===== config.mk =====
export PLATFORM = sky130hd
export DESIGN_NAME = vx_mult
export DESIGN_NICKNAME = d
export VERILOG_FILES = /design/src/rtl/vx_pkg.sv /design/src/rtl/vx_rca.sv /design/src/rtl/vx_cell2.sv /design/src/rtl/vx_node.sv /design/src/rtl/vx_mult.sv
export SDC_FILE = /design/constraint.sdc
export NUM_CORES = 1
export LEC_CHECK = 0
export BUFFER_PORTS_ARGS = -buffer_cell sky130_fd_sc_hd__buf_2
export CAP_MARGIN = 20
export CORE_UTILIZATION = 65
export DETAILED_ROUTE_END_ITERATION = 8
export PLACE_DENSITY = 0.89
export SLEW_MARGIN = 40
export SYNTH_ARGS = -nofsm -noshare
export SYNTH_HDL_FRONTEND = slang
export SYNTH_SLANG_ARGS = --single-unit
export TNS_END_PERCENT = 50

===== constraint.sdc =====
create_clock -name vclk -period 14.4
set_clock_uncertainty 0.2 [all_clocks]
set_input_delay 0 -clock vclk [all_inputs]
set_output_delay 0 -clock vclk [all_outputs]
set_load 0.01 [all_outputs]

===== src/rtl/vx_pkg.sv =====
package vx_pkg;

  // one-bit full adder: returns {carry, sum}
  function automatic logic [1:0] fa(input logic x, input logic y, input logic ci);
    logic s;
    logic c;
    s = x ^ y ^ ci;
    c = (x & y) | (ci & (x ^ y));
    return {c, s};
  endfunction

  // 2x2 vertical-crosswise product
  function automatic logic [3:0] vc2(input logic [1:0] x, input logic [1:0] y);
    logic t_lo;
    logic t_hi;
    logic k;
    logic h;
    t_lo = x[1] & y[0];
    t_hi = x[0] & y[1];
    k    = t_lo & t_hi;
    h    = x[1] & y[1];
    return {h & k, h ^ k, t_lo ^ t_hi, x[0] & y[0]};
  endfunction

endpackage


===== src/rtl/vx_rca.sv =====
module vx_rca #(
  parameter int W = 4
) (
  input  logic [W-1:0] x,
  input  logic [W-1:0] y,
  output logic [W-1:0] s,
  output logic         co
);
  logic [W:0] c;
  assign c[0] = 1'b0;
  for (genvar i = 0; i < W; i++) begin : g_bit
    assign {c[i+1], s[i]} = vx_pkg::fa(x[i], y[i], c[i]);
  end
  assign co = c[W];
endmodule


===== src/rtl/vx_cell2.sv =====
module vx_cell2 (
  input  logic [1:0] x,
  input  logic [1:0] y,
  output logic [3:0] p
);
  assign p = vx_pkg::vc2(x, y);
endmodule


===== src/rtl/vx_node.sv =====
module vx_node #(
  parameter int W = 4
) (
  input  logic [W-1:0]   a,
  input  logic [W-1:0]   b,
  output logic [2*W-1:0] prod,
  output logic           wrap
);
  localparam int H = W / 2;

  if (W == 2) begin : g_leaf
    vx_cell2 u_cell (.x(a), .y(b), .p(prod));
    assign wrap = 1'b0;
  end else begin : g_split
    logic [W-1:0] q_ll, q_lh, q_hl, q_hh;
    logic [3:0]   sub_wrap;
    logic [W-1:0] s_cross, s_mid, s_top;
    logic         c_cross, c_mid, c_top;

    vx_node #(.W(H)) u_ll (.a(a[H-1:0]), .b(b[H-1:0]), .prod(q_ll), .wrap(sub_wrap[0]));
    vx_node #(.W(H)) u_lh (.a(a[H-1:0]), .b(b[W-1:H]), .prod(q_lh), .wrap(sub_wrap[1]));
    vx_node #(.W(H)) u_hl (.a(a[W-1:H]), .b(b[H-1:0]), .prod(q_hl), .wrap(sub_wrap[2]));
    vx_node #(.W(H)) u_hh (.a(a[W-1:H]), .b(b[W-1:H]), .prod(q_hh), .wrap(sub_wrap[3]));

    vx_rca #(.W(W)) u_cross (.x(q_lh), .y(q_hl), .s(s_cross), .co(c_cross));
    vx_rca #(.W(W)) u_mid (.x(s_cross), .y({{H{1'b0}}, q_ll[W-1:H]}),
                           .s(s_mid), .co(c_mid));
    vx_rca #(.W(W)) u_top (.x(q_hh),
                           .y({{(H-1){1'b0}}, c_cross | c_mid, s_mid[W-1:H]}),
                           .s(s_top), .co(c_top));

    assign prod = {s_top, s_mid[H-1:0], q_ll[H-1:0]};
    assign wrap = c_top | (c_cross & c_mid) | (|sub_wrap);
  end
endmodule


===== src/rtl/vx_mult.sv =====
module vx_mult #(
  parameter int WIDTH = 8
) (
  input  logic [WIDTH-1:0]   a_op,
  input  logic [WIDTH-1:0]   b_op,
  input  logic               sleep,
  output logic [2*WIDTH-1:0] product
);
  localparam int H = WIDTH / 2;

  logic [WIDTH-1:0]   q_ll, q_lh, q_hl, q_hh;
  logic [3:0]         sub_wrap;
  logic [WIDTH-1:0]   s_cross, s_mid, s_top;
  logic               c_cross, c_mid, c_top;
  logic               wrap_any;
  logic [2*WIDTH-1:0] raw;

  vx_node #(.W(H)) u_ll (.a(a_op[H-1:0]),     .b(b_op[H-1:0]),     .prod(q_ll), .wrap(sub_wrap[0]));
  vx_node #(.W(H)) u_lh (.a(a_op[H-1:0]),     .b(b_op[WIDTH-1:H]), .prod(q_lh), .wrap(sub_wrap[1]));
  vx_node #(.W(H)) u_hl (.a(a_op[WIDTH-1:H]), .b(b_op[H-1:0]),     .prod(q_hl), .wrap(sub_wrap[2]));
  vx_node #(.W(H)) u_hh (.a(a_op[WIDTH-1:H]), .b(b_op[WIDTH-1:H]), .prod(q_hh), .wrap(sub_wrap[3]));

  // cross terms, then the low sub-product's upper half, then the high term
  vx_rca #(.W(WIDTH)) u_cross (.x(q_lh), .y(q_hl), .s(s_cross), .co(c_cross));
  vx_rca #(.W(WIDTH)) u_mid (.x(s_cross), .y({{H{1'b0}}, q_ll[WIDTH-1:H]}),
                             .s(s_mid), .co(c_mid));
  vx_rca #(.W(WIDTH)) u_top (.x(q_hh),
                             .y({{(H-1){1'b0}}, c_cross | c_mid, s_mid[WIDTH-1:H]}),
                             .s(s_top), .co(c_top));

  assign raw      = {s_top, s_mid[H-1:0], q_ll[H-1:0]};
  assign wrap_any = c_top | (|sub_wrap);
  assign product  = sleep ? '0 : raw;
endmodule


# Word-level counts from Yosys, hierarchy flattened
# Index checks and enable logic that the tools add are counted.
[word_totals]
register_bits = 0
input_bits = 17
output_inout_bits = 16
[classes]
muxes = 1
bitwise_logic = 386
[ops]
columns = ["op", "n"]
rows = [
  ["1-bit bitwise AND", 201],
  ["1-bit bitwise XOR", 142],
  ["1-bit bitwise OR", 43],
  ["16-bit two-way mux", 1],
]

# Longest topological paths before layout
# Gate-level depths: netlist of the first run.
[depth]
word_depth = 33
mapped_depth = 22
ltp_nobuf = 22

# By module
# From an unflattened synthesis of the first run, not the netlist that was laid out.
[hier_totals]
hier_cells = 389
hier_area_um2 = 3151.8
[modules_own_cells]
columns = ["module", "instances", "cells_each", "area_per_inst_um2", "seq_area_each_um2"]
rows = [
  ["vx_rca (u_hh.g_split.u_cross ...)", 12, 14, 110.1, 0.0],
  ["vx_cell2", 16, 6, 50.0, 0.0],
  ["vx_rca (u_cross ...)", 3, 18, 190.2, 0.0],
  ["vx_node (u_hh.g_split.u_hh ...)", 16, 2, 11.3, 0.0],
  ["vx_mult", 1, 19, 153.9, 0.0],
  ["vx_node (u_hh ...)", 4, 5, 31.3, 0.0],
]

# Worst setup path before layout of the first run
# No wires, ideal clock.
[synth_timing]
kind = "input -> output"
start = "in a_op[1]"
end = "out product[15]"
arrival_time_ps = 6366
required_time_ps = 14200
setup_slack_ps = 7834
cell_stages = 22
path_buffers = 0
path_cell_list = "and2_1 ha_1 fa_1 fa_1 inv_1 fa_1 inv_1 ha_1 fa_1 fa_1 fa_1 fa_1 ha_1 ha_1 fa_1 fa_1 fa_1 fa_1 ha_1 ha_1 xor3_1 nor2_1"
[synth_between]
elab_chain_len = 33
[synth_rtl]
columns = ["item", "line", "rtl"]
rows = [
  ["start: declaration", "vx_mult.sv:4", "input logic [WIDTH-1:0] a_op,"],
  ["1-bit bitwise AND", "vx_pkg.sv:18", "t_lo = x[1] & y[0];"],
  ["1-bit bitwise XOR", "vx_pkg.sv:22", "return {h & k, h ^ k, t_lo ^ t_hi, x[0] & y[0]};"],
  ["1-bit bitwise XOR", "vx_pkg.sv:7, vx_pkg.sv:8", ""],
  ["1-bit bitwise AND / 1-bit bitwise XOR (equally long branches)", "vx_pkg.sv:8, vx_pkg.sv:7", ""],
  ["1-bit bitwise OR / 1-bit bitwise XOR (equally long branches)", "vx_pkg.sv:8", "c = (x & y) | (ci & (x ^ y));"],
  ["1-bit bitwise AND", "vx_pkg.sv:8", ""],
  ["1-bit bitwise OR", "vx_pkg.sv:8", ""],
  ["1-bit bitwise XOR / 1-bit bitwise AND (equally long branches)", "vx_pkg.sv:7, vx_pkg.sv:8", ""],
  ["[16 not listed]", "n/a", ""],
  ["1-bit bitwise OR", "vx_pkg.sv:8", ""],
  ["1-bit bitwise AND", "vx_pkg.sv:8", ""],
  ["1-bit bitwise OR", "vx_pkg.sv:8", ""],
  ["1-bit bitwise AND", "vx_pkg.sv:8", ""],
  ["1-bit bitwise OR (*)", "vx_pkg.sv:8", ""],
  ["1-bit bitwise AND (*) (2 in a row)", "vx_pkg.sv:8", ""],
  ["1-bit bitwise XOR (*)", "vx_pkg.sv:7", "s = x ^ y ^ ci;"],
  ["16-bit two-way mux (*)", "vx_mult.sv:33", "assign product = sleep ? '0 : raw;"],
  ["end: declaration", "vx_mult.sv:7", "output logic [2*WIDTH-1:0] product"],
]
# Every way passes the cells marked *; elsewhere a longest branch is shown, timed or not.

# Worst setup path after layout of the first run
[layout_timing]
start = "in b_op[3]"
end = "out product[15]"
[layout_between]
elab_chain_len = 33
[layout_rtl]
columns = ["item", "line", "rtl"]
rows = [
  ["start: declaration", "vx_mult.sv:5", "input logic [WIDTH-1:0] b_op,"],
  ["1-bit bitwise AND", "vx_pkg.sv:19", "t_hi = x[0] & y[1];"],
  ["1-bit bitwise XOR", "vx_pkg.sv:22", ""],
  ["1-bit bitwise XOR", "vx_pkg.sv:7, vx_pkg.sv:8", ""],
  ["1-bit bitwise AND / 1-bit bitwise XOR (equally long branches)", "vx_pkg.sv:8, vx_pkg.sv:7", ""],
  ["1-bit bitwise OR / 1-bit bitwise XOR (equally long branches)", "vx_pkg.sv:8", ""],
  ["1-bit bitwise AND", "vx_pkg.sv:8", ""],
  ["1-bit bitwise OR", "vx_pkg.sv:8", ""],
  ["1-bit bitwise XOR / 1-bit bitwise AND (equally long branches)", "vx_pkg.sv:7, vx_pkg.sv:8", ""],
  ["[16 not listed]", "n/a", ""],
  ["1-bit bitwise OR", "vx_pkg.sv:8", ""],
  ["1-bit bitwise AND", "vx_pkg.sv:8", ""],
  ["1-bit bitwise OR", "vx_pkg.sv:8", ""],
  ["1-bit bitwise AND", "vx_pkg.sv:8", ""],
  ["1-bit bitwise OR (*)", "vx_pkg.sv:8", ""],
  ["1-bit bitwise AND (*) (2 in a row)", "vx_pkg.sv:8", ""],
  ["1-bit bitwise XOR (*)", "vx_pkg.sv:7", ""],
  ["16-bit two-way mux (*)", "vx_mult.sv:33", ""],
]
# Marked as above.

==> results of run 1 <==
[synth_stat cells]
master	number
sky130_fd_sc_hd__nand2_1	1
sky130_fd_sc_hd__inv_1	39
sky130_fd_sc_hd__nand2b_1	3
sky130_fd_sc_hd__buf_2	1
sky130_fd_sc_hd__ha_1	61
sky130_fd_sc_hd__nor2b_1	15
sky130_fd_sc_hd__xor3_1	1
sky130_fd_sc_hd__or2_2	1
sky130_fd_sc_hd__fa_1	38
sky130_fd_sc_hd__xor2_1	3
sky130_fd_sc_hd__nor2_1	2
sky130_fd_sc_hd__and2_1	63
[path summary, 6_finish.rpt]
path | startpoint | to | slack, ns | depth (start not counted)
worst min-delay path | a_op[0] | product[0] | 0.16 | 4
worst max-delay path | b_op[3] | product[15] | 7.42 | 24
[kinds of logic after synthesis]
family        after synthesis
xor+xnor                    4
buf+inv                    40
simple gates               85
fa+ha+maj                  99
[area by class of cell]
type                       instances  area [sq um]  share of cell area (%)
inverter                          39         146.4                   5.939
multi-input combinational        188          2098                   85.13
tap                               44         55.05                   2.234
timing repair buffer              33         165.2                   6.701
[routing by layer]
| layer | global-route usage, % | vias to the layer above | part of all wire [%] |
|---|---|---|---|
| li1 | - | 770 | - |
| met1 | 34.06 | 790 | 43 |
| met2 | 50.71 | 37 | 53 |
| met3 | 1.493 | 10 | 2.3 |
| met4 | 6.494 | 0 | 2.3 |
| met5 | 0 | - | 0 |
[per-stage QoR]
step,hold WS [ns],setup slack (ns),instance area (sq um),util [%]
after floorplan,-0.1536,7.834,2250,-
after global placement,0.1570,7.557,2465,77.56
after detailed placement,0.1587,7.348,2465,77.56
after CTS,0.1590,7.383,2465,77.56
after global routing,0.2063,7.161,2465,77.56
final,0.1582,7.420,2465,77.56
[critical path: stages]
cell                     delay, ns
sky130_fd_sc_hd__buf_2        0.15
sky130_fd_sc_hd__and2_1       0.18
sky130_fd_sc_hd__ha_1         0.29
sky130_fd_sc_hd__fa_1         0.44
sky130_fd_sc_hd__fa_1         0.37
sky130_fd_sc_hd__inv_1        0.07
sky130_fd_sc_hd__fa_1         0.40
sky130_fd_sc_hd__inv_1        0.07
sky130_fd_sc_hd__ha_1         0.24
sky130_fd_sc_hd__fa_1         0.49
sky130_fd_sc_hd__fa_1         0.42
sky130_fd_sc_hd__fa_1         0.39
sky130_fd_sc_hd__fa_1         0.38
sky130_fd_sc_hd__ha_1         0.21
sky130_fd_sc_hd__ha_1         0.32
sky130_fd_sc_hd__fa_1         0.42
sky130_fd_sc_hd__fa_1         0.39
sky130_fd_sc_hd__fa_1         0.40
sky130_fd_sc_hd__fa_1         0.37
sky130_fd_sc_hd__ha_1         0.20
sky130_fd_sc_hd__ha_1         0.18
sky130_fd_sc_hd__xor3_1       0.18
sky130_fd_sc_hd__nor2_1       0.08
sky130_fd_sc_hd__buf_2        0.13
[report_power, final]
part	leakage, nW	internal, mW	switching [mW]
Combinational	1.44	0.102	0.104
Clock	0	0	0
Sequential	0	0	0
Total	1.44	0.102	0.104
==> results by group, run 1 <==
Outcome
  • Result of the run: completed

Worst setup path
  • CP endpoint kind: primary output
  • Top fanout value on the critical path: 8
  • Required time worst endpoint: around 14 ns
  • Crit path arrival time: just under 7 ns
  • Category of the most critical setup path: input pin to primary output
  • Crit path launch type: input pin

Placed design
  • Cell total after placement: between 300 and 400
  • Number of port buffers: 33
  • Placed wire-length estimate: around 3900 um
  • GPL Wtd Cong: about 0.77

Timing
  • Time the worst path needs with I/O delays and setup: between 6 and 7 ns
  • Endpoints failing setup: 0
  • Setup repair after global routing missed its margin: no
  • Worst slew pin tran: 0.3086 ns
  • Total negative slack for setup checks: 0 ns
  • Hold violation count in the final report: 0
  • Final-report max-slew violation count: 0
  • Ratio of final minimum period to clock period: between 40% and 50%
  • Max Fclk: roughly 140 MHz
  • Max transition margin: between 70% and 80%

Detailed routing
  • ANT nets after route: 0
  • Number of optimization iterations in the first detailed-route pass: 4
  • Number of violations reported at the end of detailed-routing iteration 0: just over 60
  • Total number of vias: roughly 1,600
  • Wire length per cell after detailed routing: 14.38 um
  • Total wire length: around 4400 um
  • Number of remaining DRC errors: 0
  • Via/cell ratio: between 5 and 6

Floorplanning
  • Floorplan die area: about 0.0037 sq mm
  • Ports: 33
  • Width of the chip: a little over 60 um
  • Chip height: between 60 and 70 um
  • Placeable core region: 0.003178 sq mm
  • Starting Density: between 70% and 80%
  • Placement row count: 20

Synthesis
  • Adder and majority gate portion of the synthesized area: around two thirds
  • Summed instance area of the synthesized netlist: between 0.002 and 0.0025 sq mm
  • Mapped Avg Cell Area: 9.867 sq um
  • Post-synthesis sequential area ratio: 0%
  • Post-Syn Nets: about 340
  • Distinct cell type count after synthesis: 12
  • Main area contributors after synthesis: sky130_fd_sc_hd__ha_1, sky130_fd_sc_hd__fa_1, sky130_fd_sc_hd__and2_1
  • Post-synth top area share: about 34%
  • Cells after Synth: 228
  • Fraction of the mapped netlist area in compound gates: 0%
  • Mux share of post-synthesis cell area: 0%
  • Combinational family with the most area after synthesis: adder cells
  • Synth warnings: 0
  • Dominant cell type by area after synthesis: sky130_fd_sc_hd__ha_1
  • Xor and xnor area share after synthesis: 2.225%
  • Area fraction in and, or, nand and nor cells after synthesis: a little under a quarter

Layout
  • Layout overhead on the synthesized area: 9.566%
  • Final net count: 378
  • Number of sequential cells: 0
  • Antenna Cells: 0
  • Fraction of layout cells with a size suffix above 1: about an eighth
  • Clkbuf count: 0
  • Register cell area after layout: 0 sq um
  • Non-filler instance count after layout: 304
  • Leading cell types in the layout, fill and taps excluded: sky130_fd_sc_hd__and2_1, sky130_fd_sc_hd__ha_1, sky130_fd_sc_hd__inv_1, sky130_fd_sc_hd__fa_1, sky130_fd_sc_hd__buf_2
  • Final-layout fill cell count: 235
  • Most frequent standard cell in the layout excluding fill and tap cells: sky130_fd_sc_hd__and2_1

Global routing
  • Vias in the first global route: approximately 1,700
  • Initial antenna violation count: 0
  • Overflow left after global routing: 0
  • Combined global-route utilization of all metal layers: a little over a quarter
  • Global-route wire length before repair: 7314 um
  • Maximum number of pins on one net before global-route repair: 17

Min path
  • Worst min-delay path category: input pin to primary output

Pwr
  • Total power after layout: a little over 0.2 mW
  • Pwr Density: 83.48 mW/mm^2
  • IR Drop Worst-Case VDD: between 100 and 150 uV
  • Cell leakage power: 1.435 nW

Run
  • # Max-Cap Violations: 0

Clock tree
  • Post-cts sizing count: 0
  • Hold buffer count at cts: 0
  • Post-CTS Setup Inserts: 0
Note: power is estimated with default switching activity, not from simulation.
==> run 2, diff against run 1 <==
- CORE_UTILIZATION: 65 -> 62
- PLACE_DENSITY: 0.89 -> 0.86
- clock period: 14.4 -> 6.65 ns (I/O delays scaled with it)
==> run 2 against run 1 <==
Final area rose by 8.1%. Highest routed layer unchanged. Worst setup slack got worse by 7.3 ns. Final cell count rose by 4.6%. Critical path depth did not move. Flip-flop and latch count did not move. First-iteration DRC count rose by 26%. Non-clock buffer count rose by 12. Wire length rose by 14%. Die area rose by 4.7%.
==> results by group, run 2 (same netlist as run 1, synthesis figures left out) <==
Floorplanning
  • Width of the chip: roughly 62 um
  • Placement row count: 21
  • Ports: 33
  • Chip height: just over 60 um
  • Starting Density: between 60% and 70%
  • Floorplan die area: ~0.0039 sq mm
  • Placeable core region: ~0.0034 sq mm

Detailed routing
  • Number of optimization iterations in the first detailed-route pass: 4
  • Wire length per cell after detailed routing: 15.63 um
  • Number of remaining DRC errors: 0
  • Total number of vias: approximately 1,700
  • ANT nets after route: 0
  • Number of violations reported at the end of detailed-routing iteration 0: 78
  • Total wire length: 4970 um
  • Via/cell ratio: around 5.3

Layout
  • Layout Utilization: about four fifths
  • Fraction of layout cells with a size suffix above 1: about a quarter
  • Clkbuf count: 0
  • Number of sequential cells: 0
  • Leading cell types in the layout, fill and taps excluded: sky130_fd_sc_hd__and2_1, sky130_fd_sc_hd__ha_1, sky130_fd_sc_hd__inv_1, sky130_fd_sc_hd__buf_2, sky130_fd_sc_hd__fa_1
  • Final net count: a little under 400
  • Register cell area after layout: 0 sq um
  • Layout overhead on the synthesized area: 18.47%
  • Antenna Cells: 0
  • Most frequent standard cell in the layout excluding fill and tap cells: sky130_fd_sc_hd__and2_1

Min path
  • Hold path startpoint: a_op[0]
  • Worst min-delay path category: input pin to primary output

Timing
  • Final-report max-slew violation count: 0
  • Ratio of final minimum period to clock period: approximately 100%
  • Time the worst path needs with I/O delays and setup: roughly 6.5 ns
  • Hold violation count in the final report: 0
  • Max Fclk: 153.6 MHz
  • Max transition margin: about four fifths
  • Endpoints failing setup: 0
  • Hold slack: around 0.26 ns
  • Worst slew pin tran: about 0.32 ns

Worst setup path
  • CP endpoint kind: primary output
  • Crit path arrival time: between 6 and 7 ns
  • Cells traversed along the worst timing path: buf_2 -> and2_1 -> ha_1 -> fa_2 -> fa_2 -> inv_2 -> fa_1 -> inv_2 -> ha_4 -> fa_2 -> fa_1 -> fa_2 -> fa_2 -> ha_4 -> ha_4 -> fa_2 -> fa_2 -> fa_2 -> fa_2 -> ha_4 -> ha_2 -> xor3_1 -> nor2_1 -> buf_2
  • Cell class contributing the biggest share of worst-path delay: adder cells
  • Delay of the slowest critical-path stage: 0.47 ns
  • Bufs and invs on worst path: 4
  • Top fanout value on the critical path: 3
  • Max stage delay cell, worst path: sky130_fd_sc_hd__fa_1
  • Crit path launch type: input pin
  • Required time worst endpoint: approximately 6.5 ns
  • Start point of the critical path: b_op[0]
  • Most used cell, CP: sky130_fd_sc_hd__fa_2
  • Category of the most critical setup path: input pin to primary output

Pwr
  • Power share of the combinational group: 100.0%
  • Portion of total power attributed to the clock network: 0%
  • Total power after layout: approximately 0.51 mW
  • Sequential Power Share: 0%
  • Pint: 0.2629 mW
  • Switching power of the nets: between 0.2 and 0.25 mW
  • IR Drop Worst-Case VDD: ~260 uV
  • Pwr Density: 191.8 mW/mm^2
  • Switching Fraction: approximately half
  • Cell leakage power: between 1 and 1.5 nW

Outcome
  • Result of the run: completed

Placed design
  • Number of port buffers: 33
  • Placed wire-length estimate: roughly 3800 um
  • GPL Wtd Cong: around 0.86

Run
  • # Max-Cap Violations: 0

Global routing
  • Combined global-route utilization of all metal layers: a little over a quarter
  • Overflow left after global routing: 0
  • Initial antenna violation count: 0
  • Maximum number of pins on one net before global-route repair: 17
  • Global-route wire length before repair: between 8000 and 9000 um
  • Vias in the first global route: between 1,500 and 2,000

Clock tree
  • Hold buffer count at cts: 0
  • Post-CTS Setup Inserts: 0
[run 2: repair_timing]
| action | in CTS | in global routing |
|---|---|---|
| pin swaps | 1 | 16 |
| resized for setup | 8 | 16 |
| endpoints found under the setup margin | 3 | 3 |
[run 2: power groups by stage]
| stage | combinational, mW | sequential, mW | clock (mW) |
|---|---|---|---|
| after CTS | 0.463 | 0 | 0 |
| after global routing | 0.580 | 0 | 0 |
| after floorplan | 0.296 | 0 | 0 |
| after global placement | 0.430 | 0 | 0 |
| after detailed placement | 0.440 | 0 | 0 |
| final | 0.511 | 0 | 0 |
[run 2: area by class of cell]
class              instances  area (sq um)
multi-input cells        188          2206
fillers                  229         750.7
repair buffers            45         255.2
inverters                 39         146.4
well taps                 46         57.56
[run 2: per-stage QoR]
step	setup WS, ns	TNS (ns)	std cells	area (sq um)
2_1_floorplan	0.08353	0	228	2250
3_3_place_gp	-0.2253	-0.4191	318	2557
3_5_place_dp	-0.3106	-0.6435	318	2557
4_1_cts	0.01188	0	318	2577
5_1_grt	-0.02002	-0.02002	318	2665
6_report	0.1380	0	318	2665
[run 2: path summary, 6_finish.rpt]
kind	to	slack, ns	depth (start not counted)
setup / recovery	product[15]	0.14	24
hold / removal	product[0]	0.26	5
[run 2: layer usage]
| layer | up-vias | routed length [um] | GRT usage, % |
|---|---|---|---|
| met5 | - | 0 | 0 |
| met4 | 0 | 46 | 2.326 |
| met2 | 31 | 2566 | 50.69 |
| met1 | 843 | 2231 | 36.73 |
| met3 | 8 | 126 | 0.9191 |
| li1 | 795 | - | - |
==> run 3, diff against run 2 <==
- CORE_MARGIN: default -> 2
- CORE_UTILIZATION: 62 -> 64
- SYNTH_HIERARCHICAL: default -> 1
==> run 3 against run 2 <==
The run now ends with negative setup slack left. Largest cell class unchanged. Via count increased by 28%. Synthesized cell count increased by 49%. Die area increased by 30%.
==> results by group, run 3 <==
Placed design
  • Area after detailed placement: about 0.0033 sq mm
  • Number of port buffers: 33
  • Placed wire-length estimate: ~5000 um
  • GPL Wtd Cong: 0.8067
  • Place WS: -1.798 ns

Global routing
  • Combined global-route utilization of all metal layers: between 20% and 30%
  • Overflow left after global routing: 0
  • Vias in the first global route: between 2,000 and 3,000
  • Maximum number of pins on one net before global-route repair: 17
  • Initial antenna violation count: 0
  • Global-route wire length before repair: roughly 11,000 um

Detailed routing
  • Via/cell ratio: 4.725
  • Sum of routed wire segments on met1: 2391 um
  • ANT nets after route: 0
  • Total number of vias: around 2,100
  • Wire length per cell after detailed routing: approximately 14 um
  • Wire length on met2: between 3000 and 4000 um
  • Number of optimization iterations in the first detailed-route pass: 4
  • Routed met3 length: 144 um
  • Uppermost metal layer occupied by signal nets: met4
  • Total wire length: about 6300 um
  • Number of remaining DRC errors: 0
  • Number of violations reported at the end of detailed-routing iteration 0: between 70 and 80

Layout
  • Final design area excluding fillers: 0.003395 sq mm
  • Clkbuf count: 0
  • Leading cell types in the layout, fill and taps excluded: sky130_fd_sc_hd__inv_1, sky130_fd_sc_hd__and2_1, sky130_fd_sc_hd__ha_1, sky130_fd_sc_hd__fa_1, sky130_fd_sc_hd__buf_2
  • Register cell area after layout: 0 sq um
  • Antenna Cells: 0
  • Final-layout fill cell count: a little under 300
  • Fraction of layout cells with a size suffix above 1: 26.87%
  • Layout overhead on the synthesized area: 18.37%
  • Most frequent standard cell in the layout excluding fill and tap cells: sky130_fd_sc_hd__inv_1
  • Number of sequential cells: 0
  • Final net count: ~530

Worst setup path
  • Most used cell, CP: sky130_fd_sc_hd__fa_2
  • Crit path launch type: input pin
  • Crit path arrival time: approximately 8 ns
  • Max stage delay cell, worst path: sky130_fd_sc_hd__fa_1
  • CP endpoint kind: primary output
  • Top fanout value on the critical path: 2
  • Capture point of the critical path: product[15]
  • Start point of the critical path: a_op[3]
  • Delay of the slowest critical-path stage: 0.51 ns
  • Required time worst endpoint: roughly 6.5 ns
  • Category of the most critical setup path: input pin to primary output

Synthesis
  • Cells after Synth: 340
  • Summed instance area of the synthesized netlist: about 0.0029 sq mm
  • Mapped Avg Cell Area: roughly 8.4 sq um
  • Synth warnings: 6

Timing
  • Time the worst path needs with I/O delays and setup: a little over 8 ns
  • Ratio of final minimum period to clock period: 121.1%
  • Max Fclk: 124.2 MHz
  • Total negative slack for setup checks: -3.429 ns
  • Hold violation count in the final report: 0
  • Endpoints failing setup: 4
  • Min setup slack post-route: -1.401 ns
  • Hold slack: 0.2782 ns
  • Final-report max-slew violation count: 0
  • Setup repair after global routing missed its margin: yes

Pwr
  • Total power after layout: 1.008 mW
  • Cell leakage power: between 1.5 and 2 nW
  • Pwr Density: 297.1 mW/mm^2
  • IR Drop Worst-Case VDD: 340.1 uV

Clock tree
  • Hold buffer count at cts: 0
  • Post-CTS Setup Inserts: 0

Floorplanning
  • Placement row count: 24
  • Placeable core region: 0.004324 sq mm
  • Chip height: about 71 um
  • Starting Density: between 60% and 70%
  • Ports: 33
  • Floorplan die area: just over 0.005 sq mm
  • Width of the chip: ~70 um

Outcome
  • Result of the run: finished with violations
  • Violations in the final reports: negative setup slack

Run
  • # Max-Cap Violations: 0

Min path
  • Worst min-delay path category: input pin to primary output
[run 3: what timing repair did]
item | in CTS | in global routing
setup endpoints to repair | 5 | 6
resized for setup | 32 | 12
pin swaps | 22 | 3
[run 3: how the worst min path moves through the flow]
stage	startpoint	endpoint	slack, ns	cells after the start
2_1_floorplan	sleep	product[10]	-0.02	2
3_3_place_gp	sleep	product[6]	0.28	3
3_5_place_dp	sleep	product[5]	0.29	3
4_1_cts	sleep	product[5]	0.29	3
5_1_grt	sleep	product[6]	0.32	3
6_report	sleep	product[5]	0.28	3
[run 3: where the power goes]
part | internal (mW) | total, mW | switching (mW)
combinational | 0.503 | 1.01 | 0.505
sequential | 0 | 0 | 0
clock | 0 | 0 | 0
[run 3: stage by stage]
stage | instances | utilization [%]
after global placement | 454 | 75.78
after CTS | 454 | 78.27
after detailed placement | 454 | 75.78
final | 454 | 78.50
after global routing | 454 | 78.50
after floorplan | 354 | -
[run 3: cell type report]
type / count / area [sq um] / area share, %
Inverter: 145 / 544.3 / 16.03
Multi-Input combinational cell: 208 / 2447 / 72.10
Timing Repair Buffer: 49 / 337.8 / 9.952
Tap cell: 52 / 65.06 / 1.917
[run 3: worst max-delay path: cells and delay by family]
kind,cells,cell delay (ns)
fa+ha+maj,18,6.65
buf+inv,14,0.87
simple gates,2,0.30
[run 3: per-layer routing]
layer | GRT usage [%] | vias to the layer above
met3 | 2.707 | 20
met4 | 9.434 | 0
met2 | 53.27 | 38
met5 | 0 | -
li1 | - | 1017
met1 | 30.96 | 1070
